--- config.mk ---
export PLATFORM = sky130hd
export DESIGN_NAME = dma2_launch
export DESIGN_NICKNAME = d
export VERILOG_FILES = /design/src/rtl/dma2l_pkg.sv /design/src/rtl/dma2l_win_dec.sv /design/src/rtl/dma2l_regs.sv /design/src/rtl/dma2l_engine.sv /design/src/rtl/dma2_launch.sv
export SDC_FILE = /design/constraint.sdc
export NUM_CORES = 1
export LEC_CHECK = 0
export ABC_CLOCK_PERIOD_IN_PS = 5400
export BUFFER_PORTS_ARGS = -buffer_cell sky130_fd_sc_hd__buf_2
export CORE_AREA = 2 2 262 264
export DETAILED_ROUTE_END_ITERATION = 10
export DIE_AREA = 0 0 264 266
export GPL_TIMING_DRIVEN = 1
export PLACE_DENSITY = 0.75
export SETUP_SLACK_MARGIN = 0.05
export SYNTH_ARGS = -nofsm -noshare
export SYNTH_HDL_FRONTEND = slang
export SYNTH_SLANG_ARGS = --single-unit
--- constraint.sdc ---
create_clock -name clk_i -period 5.4 [get_ports clk_i]
set_clock_uncertainty 0.1 [all_clocks]
set_input_delay 1.08 -clock clk_i [delete_from_list [all_inputs] [get_ports clk_i]]
set_output_delay 1.08 -clock clk_i [all_outputs]
set_load 0.005 [all_outputs]
--- src/rtl/dma2l_pkg.sv ---
package dma2l_pkg;
  localparam int REG_W = 32;

  typedef enum logic [1:0] {WIN_FIFO, WIN_MEM, WIN_DROP, WIN_BAD} win_e;
  typedef enum logic [2:0] {ST_IDLE, ST_RREQ, ST_RDAT, ST_WRT, ST_FIN} st_e;

  localparam logic [3:0] RA_SRC  = 4'd0;
  localparam logic [3:0] RA_DST  = 4'd1;
  localparam logic [3:0] RA_LEN  = 4'd2;
  localparam logic [3:0] RA_GO   = 4'd3;
  localparam logic [3:0] RA_XCNT = 4'd4;
  localparam logic [3:0] RA_OPER = 4'd5;
  localparam logic [3:0] RA_CTRL = 4'd8;

  localparam logic [REG_W-1:0] FIFO_LO    = 32'h1000_0000;
  localparam logic [REG_W-1:0] FIFO_HI    = 32'h10FF_FFFF;
  localparam logic [REG_W-1:0] MEM_LO     = 32'h1100_0000;
  localparam logic [REG_W-1:0] MEM_HI     = 32'h11FF_FFE0;
  localparam logic [REG_W-1:0] DROP_LO    = 32'h1300_0000;
  localparam logic [REG_W-1:0] DROP_HI    = 32'h13FF_FFE0;
  localparam logic [REG_W-1:0] REMAP_KEEP = 32'h00FF_FFFF;
  localparam logic [REG_W-1:0] REMAP_BASE = 32'hA400_0000;
endpackage

--- src/rtl/dma2l_win_dec.sv ---
module dma2l_win_dec
  import dma2l_pkg::*;
(
  input  logic [REG_W-1:0] dst_i,
  output win_e             win_o,
  output logic [REG_W-1:0] remap_o
);
  logic in_fifo, in_mem, in_drop;

  assign in_fifo = (dst_i >= FIFO_LO) && (dst_i <= FIFO_HI);
  assign in_mem  = (dst_i >= MEM_LO)  && (dst_i <= MEM_HI);
  assign in_drop = (dst_i >= DROP_LO) && (dst_i <= DROP_HI);

  always_comb begin
    if (in_fifo)      win_o = WIN_FIFO;
    else if (in_mem)  win_o = WIN_MEM;
    else if (in_drop) win_o = WIN_DROP;
    else              win_o = WIN_BAD;
  end

  assign remap_o = (dst_i & REMAP_KEEP) | REMAP_BASE;
endmodule

--- src/rtl/dma2l_regs.sv ---
module dma2l_regs
  import dma2l_pkg::*;
#(
  parameter int NCH = 4,
  parameter int CH  = 2
) (
  input  logic             clk_i,
  input  logic             rst_ni,
  input  logic             we_i,
  input  logic [3:0]       addr_i,
  input  logic [REG_W-1:0] wdata_i,
  input  logic             busy_i,
  input  logic             done_i,
  input  logic [REG_W-1:0] fin_src_i,
  output logic [REG_W-1:0] rdata_o,
  output logic [REG_W-1:0] src_o,
  output logic [REG_W-1:0] dst_o,
  output logic [REG_W-1:0] len_o,
  output logic [REG_W-1:0] oper_o,
  output logic             go_o
);
  logic [REG_W-1:0] src_q, dst_q, len_q, go_q, xcnt_q, oper_q;
  logic [REG_W-1:0] ctrl_rd [NCH];

  function automatic logic hit(input logic [3:0] a);
    return we_i && (addr_i == a);
  endfunction

  assign go_o = hit(RA_GO) && wdata_i[0] && !busy_i;

  always_ff @(posedge clk_i or negedge rst_ni) begin
    if (!rst_ni) begin
      src_q  <= '0;
      dst_q  <= '0;
      len_q  <= '0;
      go_q   <= '0;
      xcnt_q <= '0;
      oper_q <= '0;
    end else begin
      if (hit(RA_OPER)) oper_q <= wdata_i;
      if (done_i) begin
        src_q  <= fin_src_i;
        dst_q  <= fin_src_i;
        len_q  <= '0;
        go_q   <= '0;
        xcnt_q <= '0;
      end else begin
        if (hit(RA_SRC))  src_q  <= wdata_i;
        if (hit(RA_DST))  dst_q  <= wdata_i;
        if (hit(RA_LEN))  len_q  <= wdata_i;
        if (hit(RA_XCNT)) xcnt_q <= wdata_i;
        if (hit(RA_GO) && !busy_i) go_q <= wdata_i;
      end
    end
  end

  for (genvar c = 0; c < NCH; c++) begin : g_ctrl
    logic [REG_W-1:0] ctrl_q;
    always_ff @(posedge clk_i or negedge rst_ni) begin
      if (!rst_ni) begin
        ctrl_q <= '0;
      end else if (done_i && (c == CH)) begin
        ctrl_q <= {ctrl_q[REG_W-1:1], 1'b0};
      end else if (hit(RA_CTRL + 4'(c))) begin
        ctrl_q <= wdata_i;
      end
    end
    assign ctrl_rd[c] = ctrl_q;
  end

  always_comb begin
    unique case (addr_i)
      RA_SRC:  rdata_o = src_q;
      RA_DST:  rdata_o = dst_q;
      RA_LEN:  rdata_o = len_q;
      RA_GO:   rdata_o = go_q;
      RA_XCNT: rdata_o = xcnt_q;
      RA_OPER: rdata_o = oper_q;
      default: begin
        rdata_o = '0;
        for (int c = 0; c < NCH; c++)
          if (addr_i == RA_CTRL + 4'(c)) rdata_o = ctrl_rd[c];
      end
    endcase
  end

  assign src_o  = src_q;
  assign dst_o  = dst_q;
  assign len_o  = len_q;
  assign oper_o = oper_q;
endmodule

--- src/rtl/dma2l_engine.sv ---
module dma2l_engine
  import dma2l_pkg::*;
#(
  parameter int               RAM_AW    = 24,
  parameter int               BURST_B   = 32,
  parameter logic [REG_W-1:0] OPER_MASK = 32'h0000_FFFF,
  parameter logic [REG_W-1:0] OPER_KEY  = 32'h0000_8201,
  localparam int              BW        = 8 * BURST_B
) (
  input  logic              clk_i,
  input  logic              rst_ni,
  input  logic              start_i,
  input  logic [REG_W-1:0]  src_i,
  input  logic [REG_W-1:0]  dst_i,
  input  logic [REG_W-1:0]  len_i,
  input  logic [REG_W-1:0]  oper_i,
  output logic              ram_req_valid_o,
  input  logic              ram_req_ready_i,
  output logic [RAM_AW-1:0] ram_req_addr_o,
  input  logic              ram_rsp_valid_i,
  input  logic [BW-1:0]     ram_rsp_data_i,
  output logic [BW-1:0]     wr_data_o,
  output logic              fifo_valid_o,
  input  logic              fifo_ready_i,
  output logic [REG_W-1:0]  fifo_addr_o,
  output logic              mem_valid_o,
  input  logic              mem_ready_i,
  output logic [REG_W-1:0]  mem_addr_o,
  output logic              busy_o,
  output logic              done_o,
  output logic [REG_W-1:0]  fin_src_o,
  output logic              irq_o,
  output logic              bad_dst_o
);
  localparam int               OFS  = $clog2(BURST_B);
  localparam logic [REG_W-1:0] STEP = REG_W'(BURST_B);

  win_e             win_d, win_q;
  logic [REG_W-1:0] remap_d;
  st_e              st_q;
  logic [REG_W-1:0] src_q, rem_q, adr_q;
  logic [BW-1:0]    buf_q;
  logic             irq_q, bad_q;
  logic             oper_ok, len_ok, accept, data_win, sink_rdy;

  dma2l_win_dec u_dec (
    .dst_i   (dst_i),
    .win_o   (win_d),
    .remap_o (remap_d)
  );

  assign oper_ok  = (oper_i & OPER_MASK) == OPER_KEY;
  assign len_ok   = len_i[OFS-1:0] == '0;
  assign accept   = start_i && oper_ok && len_ok && (st_q == ST_IDLE);
  assign data_win = (win_d == WIN_FIFO) || (win_d == WIN_MEM);
  assign sink_rdy = (win_q == WIN_FIFO) ? fifo_ready_i : mem_ready_i;

  always_ff @(posedge clk_i or negedge rst_ni) begin
    if (!rst_ni) begin
      st_q  <= ST_IDLE;
      src_q <= '0;
      rem_q <= '0;
      adr_q <= '0;
      win_q <= WIN_BAD;
      buf_q <= '0;
      irq_q <= 1'b0;
      bad_q <= 1'b0;
    end else begin
      irq_q <= (st_q == ST_FIN);
      bad_q <= (st_q == ST_FIN) && (win_q == WIN_BAD);
      case (st_q)
        ST_IDLE: if (accept) begin
          src_q <= src_i;
          rem_q <= len_i;
          win_q <= win_d;
          adr_q <= (win_d == WIN_MEM) ? remap_d : dst_i;
          st_q  <= (data_win && (len_i != '0)) ? ST_RREQ : ST_FIN;
        end
        ST_RREQ: if (ram_req_ready_i) st_q <= ST_RDAT;
        ST_RDAT: if (ram_rsp_valid_i) begin
          buf_q <= ram_rsp_data_i;
          st_q  <= ST_WRT;
        end
        ST_WRT: if (sink_rdy) begin
          src_q <= src_q + STEP;
          rem_q <= rem_q - STEP;
          if (win_q == WIN_MEM) adr_q <= adr_q + STEP;
          st_q  <= (rem_q == STEP) ? ST_FIN : ST_RREQ;
        end
        ST_FIN:  st_q <= ST_IDLE;
        default: st_q <= ST_IDLE;
      endcase
    end
  end

  assign ram_req_valid_o = (st_q == ST_RREQ);
  assign ram_req_addr_o  = src_q[RAM_AW-1:0];
  assign wr_data_o       = buf_q;
  assign fifo_valid_o    = (st_q == ST_WRT) && (win_q == WIN_FIFO);
  assign mem_valid_o     = (st_q == ST_WRT) && (win_q == WIN_MEM);
  assign fifo_addr_o     = adr_q;
  assign mem_addr_o      = adr_q;
  assign busy_o          = (st_q != ST_IDLE);
  assign done_o          = (st_q == ST_FIN);
  // rem is 0 after data windows and the full length otherwise
  assign fin_src_o       = src_q + rem_q;
  assign irq_o           = irq_q;
  assign bad_dst_o       = bad_q;
endmodule

--- src/rtl/dma2_launch.sv ---
module dma2_launch
  import dma2l_pkg::*;
#(
  parameter int               RAM_AW    = 24,
  parameter int               BURST_B   = 32,
  parameter int               NCH       = 4,
  parameter int               CH        = 2,
  parameter logic [REG_W-1:0] OPER_MASK = 32'h0000_FFFF,
  parameter logic [REG_W-1:0] OPER_KEY  = 32'h0000_8201,
  localparam int              BW        = 8 * BURST_B
) (
  input  logic              clk_i,
  input  logic              rst_ni,
  input  logic              reg_we_i,
  input  logic [3:0]        reg_addr_i,
  input  logic [31:0]       reg_wdata_i,
  output logic [31:0]       reg_rdata_o,
  output logic              ram_req_valid_o,
  input  logic              ram_req_ready_i,
  output logic [RAM_AW-1:0] ram_req_addr_o,
  input  logic              ram_rsp_valid_i,
  input  logic [BW-1:0]     ram_rsp_data_i,
  output logic [BW-1:0]     wr_data_o,
  output logic              fifo_valid_o,
  input  logic              fifo_ready_i,
  output logic [31:0]       fifo_addr_o,
  output logic              mem_valid_o,
  input  logic              mem_ready_i,
  output logic [31:0]       mem_addr_o,
  output logic              busy_o,
  output logic              irq_o,
  output logic              bad_dst_o
);
  logic [REG_W-1:0] src, dst, len, oper, fin_src;
  logic             go, done;

  dma2l_regs #(.NCH(NCH), .CH(CH)) u_regs (
    .clk_i     (clk_i),
    .rst_ni    (rst_ni),
    .we_i      (reg_we_i),
    .addr_i    (reg_addr_i),
    .wdata_i   (reg_wdata_i),
    .busy_i    (busy_o),
    .done_i    (done),
    .fin_src_i (fin_src),
    .rdata_o   (reg_rdata_o),
    .src_o     (src),
    .dst_o     (dst),
    .len_o     (len),
    .oper_o    (oper),
    .go_o      (go)
  );

  dma2l_engine #(
    .RAM_AW(RAM_AW), .BURST_B(BURST_B), .OPER_MASK(OPER_MASK), .OPER_KEY(OPER_KEY)
  ) u_eng (
    .clk_i           (clk_i),
    .rst_ni          (rst_ni),
    .start_i         (go),
    .src_i           (src),
    .dst_i           (dst),
    .len_i           (len),
    .oper_i          (oper),
    .ram_req_valid_o (ram_req_valid_o),
    .ram_req_ready_i (ram_req_ready_i),
    .ram_req_addr_o  (ram_req_addr_o),
    .ram_rsp_valid_i (ram_rsp_valid_i),
    .ram_rsp_data_i  (ram_rsp_data_i),
    .wr_data_o       (wr_data_o),
    .fifo_valid_o    (fifo_valid_o),
    .fifo_ready_i    (fifo_ready_i),
    .fifo_addr_o     (fifo_addr_o),
    .mem_valid_o     (mem_valid_o),
    .mem_ready_i     (mem_ready_i),
    .mem_addr_o      (mem_addr_o),
    .busy_o          (busy_o),
    .done_o          (done),
    .fin_src_o       (fin_src),
    .irq_o           (irq_o),
    .bad_dst_o       (bad_dst_o)
  );
endmodule

Yosys cells after proc, flatten, opt, wreduce, memory -nomap -nowiden --
Cells that the tools add are included.
Cells by class: equal/unequal tests 23, add/sub/neg operators 4, reductions and logical operators 45, bitwise logic cells 1, multiplexer cells 39, order comparisons 6
Operator list (count):
- $mux W32 | 22
- $pmux W32 S2 | 3
- $pmux W32 S6 | 1
- $ge A32 B29 Y1 const B | 3
- $le A32 B29 Y1 const B | 3
- $add A32 B6 Y32 const B | 2
- $add A32 B32 Y32 | 1
- $eq A32 B6 Y1 const B | 1
- $reduce_bool A32 Y1 | 1
- $sub A32 B6 Y32 const B | 1
- $logic_and A1 B1 Y1 | 23
- $mux W3 | 6
- $eq A16 B16 Y1 const B | 1
- $eq A4 B4 Y1 const B | 4
- $reduce_bool A2 Y1 | 7
- $pmux W3 S4 | 1
- $eq A4 B2 Y1 const B | 2
- $eq A4 B3 Y1 const B | 2
- $ne A2 B1 Y1 const B | 4
- $reduce_and A4 Y1 | 2
- $eq A3 B2 Y1 const B | 2
- $reduce_and A2 Y1 | 3
- $logic_not A5 Y1 | 1
- $eq A2 B1 Y1 const B | 2
- other kinds (15) | 20
Storage, ports and cells: input bits 299, register bits 679, output and inout port bits 382, logic and storage cells 137

Logic depth before layout (Yosys ltp) --
depth after elaboration 11, mapped depth 10, mapped depth without buffers 10

Hierarchy --
From an unflattened synthesis, not the netlist that was laid out.
Unflattened totals: cell total of the unflattened synthesis 3004, area total of the unflattened synthesis 33116.8 um^2
By module, submodules not included:
- dma2l_engine | times used 1, cells each 1628, seq. area each 8986.1 um^2, area each 17804.6 um^2
- dma2l_regs | times used 1, cells each 1326, seq. area each 8007.7 um^2, area each 14940.6 um^2
- dma2l_win_dec | times used 1, cells each 50, seq. area each 0.0 um^2, area each 371.6 um^2

Worst setup path after synthesis --
Ideal clock, no wire load.
path type input-to-output, start point input port reg_addr_i[3], end point output port reg_rdata_o[0], stages 8, required time 4.220 ns, setup slack 1.653 ns, arrival time 2.567 ns, path buffers 4, cells stage by stage clkbuf_1 > nor2b_1 > buf_2 > nor2b_1 > clkbuf_1 > clkbuf_1 > a221oi_1 > a41oi_1
Between the ends: longest elaborated chain between the ends 6, elaborated cells on any way between the ends 15, those cells by class eq/ne: 9; mux: 5; reduce/logical: 1
Ends and longest elaborated chain:
- start: declaration | line dma2_launch.sv:15 | input logic [3:0] reg_addr_i,
- $eq A4 B4 Y1 | line dma2l_regs.sv:82 | if (addr_i == RA_CTRL + 4'(c)) rdata_o = ctrl_rd[c];
- $mux W32 (4 in series) | line dma2l_regs.sv:82
- $pmux W32 S6 (*) | line dma2l_regs.sv:72 | unique case (addr_i)
- end: declaration | line dma2_launch.sv:17 | output logic [31:0] reg_rdata_o,
Every way passes the cells marked *; elsewhere a longest branch is shown, timed or not.

Final worst setup path --
start point input port reg_addr_i[0], end point output port reg_rdata_o[24]
The elaborated chain is that of the path after synthesis.

==> impl_metrics.csv <==
group,metric,value,unit
grt,grt_max_degree,149,
floorplanning,io_pins,681,
grt,grt_pass1_wl,182900,µm
setup_path,r2r_cells,10,
floorplanning,die_area,70220,µm²
clock_tree,ctsRootBufferMaster,"clkbuf_16",
power,p_leak,17.91,nW
setup_path,timing.reg2reg.setup_slack,1550,ps
clock_tree,cts_buffers,76,
drt,postRouteWirelength,127400,µm
grt,antenna_found_initial,53,
drt,drt-pass1-iter-count,10,
layout,multi_input_comb_area,13850,µm²
synthesis,synth_warnings,0,
floorplanning,core_area,67750,µm²
setup_path,critPathRequiredTime,4220,ps
clock_tree,ctsHtreeMaxLevel,3,
synthesis,synth_edf_count,0,
setup_path,crit_chain,"buf_2 -> buf_4 -> nand2b_1 -> nor3_2 -> buf_4 -> a222oi_1 -> a41oi_1 -> buf_2",
setup_path,crit_fanout,34,
timing,min_period_over_period,84.16,%
timing,finalSetupTns,0,ps
setup_path,reg2reg_to,"u_regs.dst_o[28]$_DFFE_PN0P_",
drt,postRouteAntennaNets,0,
place,gp_congestion,1.010,
place,port_buffers,680,
power,vdd_drop_max,0.3223,mV
clock_tree,cts_setup_buffers,0,
power,power_density,545.6,nW/µm²
floorplanning,die_y,266,µm
clock_tree,cts_sinks,679,
setup_path,crit_path_start,"reg_addr_i[0]",
drt,vias,27684,
layout,n_fill_cell,5831,
clock_tree,cts_hold_buf,0,
synthesis,yosysTopAreaCell,"dfrtp_1",
layout,drive_gt1_share,36.78,%
drt,drc,0,
synthesis,synth_top_area_share,52.61,%
setup_path,crit_type,"in -> out",
layout,fin_area,38520,µm²
synthesis,synth_fp_nets,3337,
job,drv_cap,0,
synthesis,ys_ff_latch,679,
layout,nets,3862,
clock_tree,cts.path.max_buffers,3,
clock_tree,ctsResizeCount,0,
synthesis,async_reset_ff_share,100.0,%
floorplanning,start_util,47.53,%
grt,grt_pass1_vias,25718,
worst_hold_path,hold_class,"reg -> reg",
synthesis,syn_area_per_cell,10.72,µm²
synthesis,yosys-top-cells-area,"dfrtp_1 53%, mux2_2 15%, nand2_1 5.5%, a21oi_1 3.4%, clkbuf_1 2.1%",
outcome,status,"finished clean",
setup_path,cp_data_arrival_time,3360,ps
timing,rsz0062_at_grt,"false",
clock_tree,cts_tree,"built",
layout,syn_to_final_growth,19.61,%
floorplanning,fp.dieW,264,µm
timing,max_freq,220.0,MHz
synthesis,synthCells,3003,
synthesis,ys.flop_type,"dfrtp_1",
setup_path,end_kind,"output port",
place,hpwl,96400,µm
setup_path,reg2reg_from,"u_eng.rem_q[0]$_DFFE_PN0P_",
grt,grt-ovfl-total,0,
drt,detail_route.wl_per_cell,28.44,µm
timing,period_needed,4544,ps
layout,ff_latch_area,16990,µm²
timing,setup_violations,0,
synthesis,syn_area,32200,µm²
timing,hold_viol,0,
place,placed_area,35990,µm²
timing,report.final.slew_viol_count,0,
clock_tree,worstSkewPairLatency,620,ps
setup_path,cpPeakStageDelay,420,ps
synthesis,yosysUniqueCellTypes,80,
drt,dr.first_iter.drc_count,3533,
grt,track_usage,35.49,%
setup_path,slowest_stage,"buf_4",
timing,relSlewSlack,16.90,%
floorplanning,rows,96,
timing,worst_slew_pin_slew,1243,ps
drt,via_per_inst,6.182,
clock_tree,cts.clk_slew.worst_paths,60,ps
setup_path,endpoint,"reg_rdata_o[24]",
setup_path,cp-start-kind,"primary input",
synthesis,seq_area_frac_synth,52.77,%
-- registers in the layout, indices dropped and copies added (netlist names), 3 cells and up --
name                  count
u_eng.wr_data_o         256
u_regs.g_ctrl.ctrl_q    128
u_eng.fifo_addr_o        32
u_eng.rem_q              32
u_eng.src_q              32
u_regs.dst_o             32
u_regs.go_q              32
u_regs.len_o             32
u_regs.oper_o            32
u_regs.src_o             32
u_regs.xcnt_q            32
u_eng.st_q                3
-- cell usage in the layout, fill, tap and decap left out, types with 8 or more instances in the layout --
cell type	count
nand3_1	80
clkbuf_1	19
xnor2_1	18
buf_2	679
nor3_1	24
buf_4	42
and3_1	19
diode_2	13
o21ai_0	119
clkinv_2	11
a31oi_1	64
a21oi_1	220
a21o_1	13
nor4_1	13
o21ai_1	14
buf_12	12
mux2_2	425
ha_1	34
o22a_1	8
a221oi_1	29
or3_1	9
o22ai_1	23
o21bai_1	8
clkbuf_16	79
nor2_1	125
a222oi_1	24
nor2b_1	10
a41oi_1	23
nand2b_1	10
dfrtp_1	677
a22oi_1	51
mux4_2	8
nand2_1	474
clkbuf_8	16
nand4_1	24
mux2i_1	29
o21a_1	9
inv_1	18
-- routing by layer --
metal	vias to the layer above	share of wire, %	track usage [%]
met5	-	0.38	0
met4	42	4.2	13.88
met3	299	13	13.23
met2	1742	43	51.88
met1	13777	39	47.90
li1	11824	-	-
-- stage by stage --
stage | hold slack (ps) | util [%] | std cells | setup WS, ps | power [mW]
6_report | 393.5 | 56.85 | 4478 | 855.5 | 21.01
5_1_grt | 409.9 | 56.82 | 4468 | 780.4 | 21.87
4_1_cts | 402.8 | 56.81 | 4465 | 878.1 | 20.87
3_5_place_dp | 388.2 | 53.13 | 4332 | 874.3 | 15.62
3_3_place_gp | 373.8 | 53.13 | 4332 | 979.8 | 15.46
2_1_floorplan | 363.5 | - | 3003 | 1653 | 12.00
-- synth_stat cells (5+ instances only) --
master      n
mux2i_1    29
nand4_1    24
or3_1       9
a21oi_1   221
mux2_2    425
and3_1     19
nand3_1    80
o31ai_1     5
xnor2_1    18
nor2_1    128
buf_1      14
inv_1      18
a22oi_1    51
a221oi_1   29
ha_1       34
a222oi_1   24
a22o_1      5
buf_4      61
xor2_1      6
a31oi_1    64
a21boi_0    5
a41oi_1    23
o21a_1      9
nand2_1   475
clkbuf_1  180
and4_1      5
o21ai_0   119
a21o_1     13
a211oi_1    7
mux4_2      8
nor3_1     28
o22a_1      8
buf_2      29
nor2b_1    12
o22ai_1    23
nor4_1     13
nand2b_1   10
o21ai_1    14
o21bai_1    8
dfrtp_1   677
-- cells by family after synthesis --
| family | synth area share, % |
|---|---|
| simple gates | 11.65 |
| fa+ha+maj | 1.383 |
| compound gates | 12.72 |
| flops | 52.77 |
| xor+xnor | 0.6528 |
| buf+inv | 4.460 |
| mux | 16.36 |
-- final cells by class --
type | instances | share of cell area, %
repair buffers | 734 | 10.30
clock inverters | 19 | 0.5847
inverters | 19 | 0.1852
flip-flops and latches | 679 | 44.12
diodes | 13 | 0.08446
clock buffers | 114 | 5.890
multi-input cells | 2018 | 35.96
well taps | 882 | 2.865
-- critical path: cells and delay by family --
family,cells,cell delay [ps]
buf+inv,4,1340
compound gates,2,590
simple gates,2,300
-- power breakdown --
part           switching, mW  internal [mW]
Clock                   2.15           3.09
Sequential              1.95           6.91
Combinational           3.75           3.17
-- how the worst min path moves through the flow --
stage                                                      start                                      to  cells past startpoint
after global placement    u_regs.g_ctrl[0].ctrl_q[8]$_DFFE_PN0P_  u_regs.g_ctrl[0].ctrl_q[8]$_DFFE_PN0P_                      1
after CTS                        u_eng.wr_data_o[21]$_DFFE_PN0P_         u_eng.wr_data_o[21]$_DFFE_PN0P_                      1
after detailed placement             u_regs.go_q[19]$_DFFE_PN0P_             u_regs.go_q[19]$_DFFE_PN0P_                      2
after global routing            u_eng.wr_data_o[242]$_DFFE_PN0P_        u_eng.wr_data_o[242]$_DFFE_PN0P_                      1
after floorplan           u_regs.g_ctrl[0].ctrl_q[8]$_DFFE_PN0P_  u_regs.g_ctrl[0].ctrl_q[8]$_DFFE_PN0P_                      1
final                     u_regs.g_ctrl[0].ctrl_q[8]$_DFFE_PN0P_  u_regs.g_ctrl[0].ctrl_q[8]$_DFFE_PN0P_                      1
No activity file was read; power rests on OpenSTA's default activity.
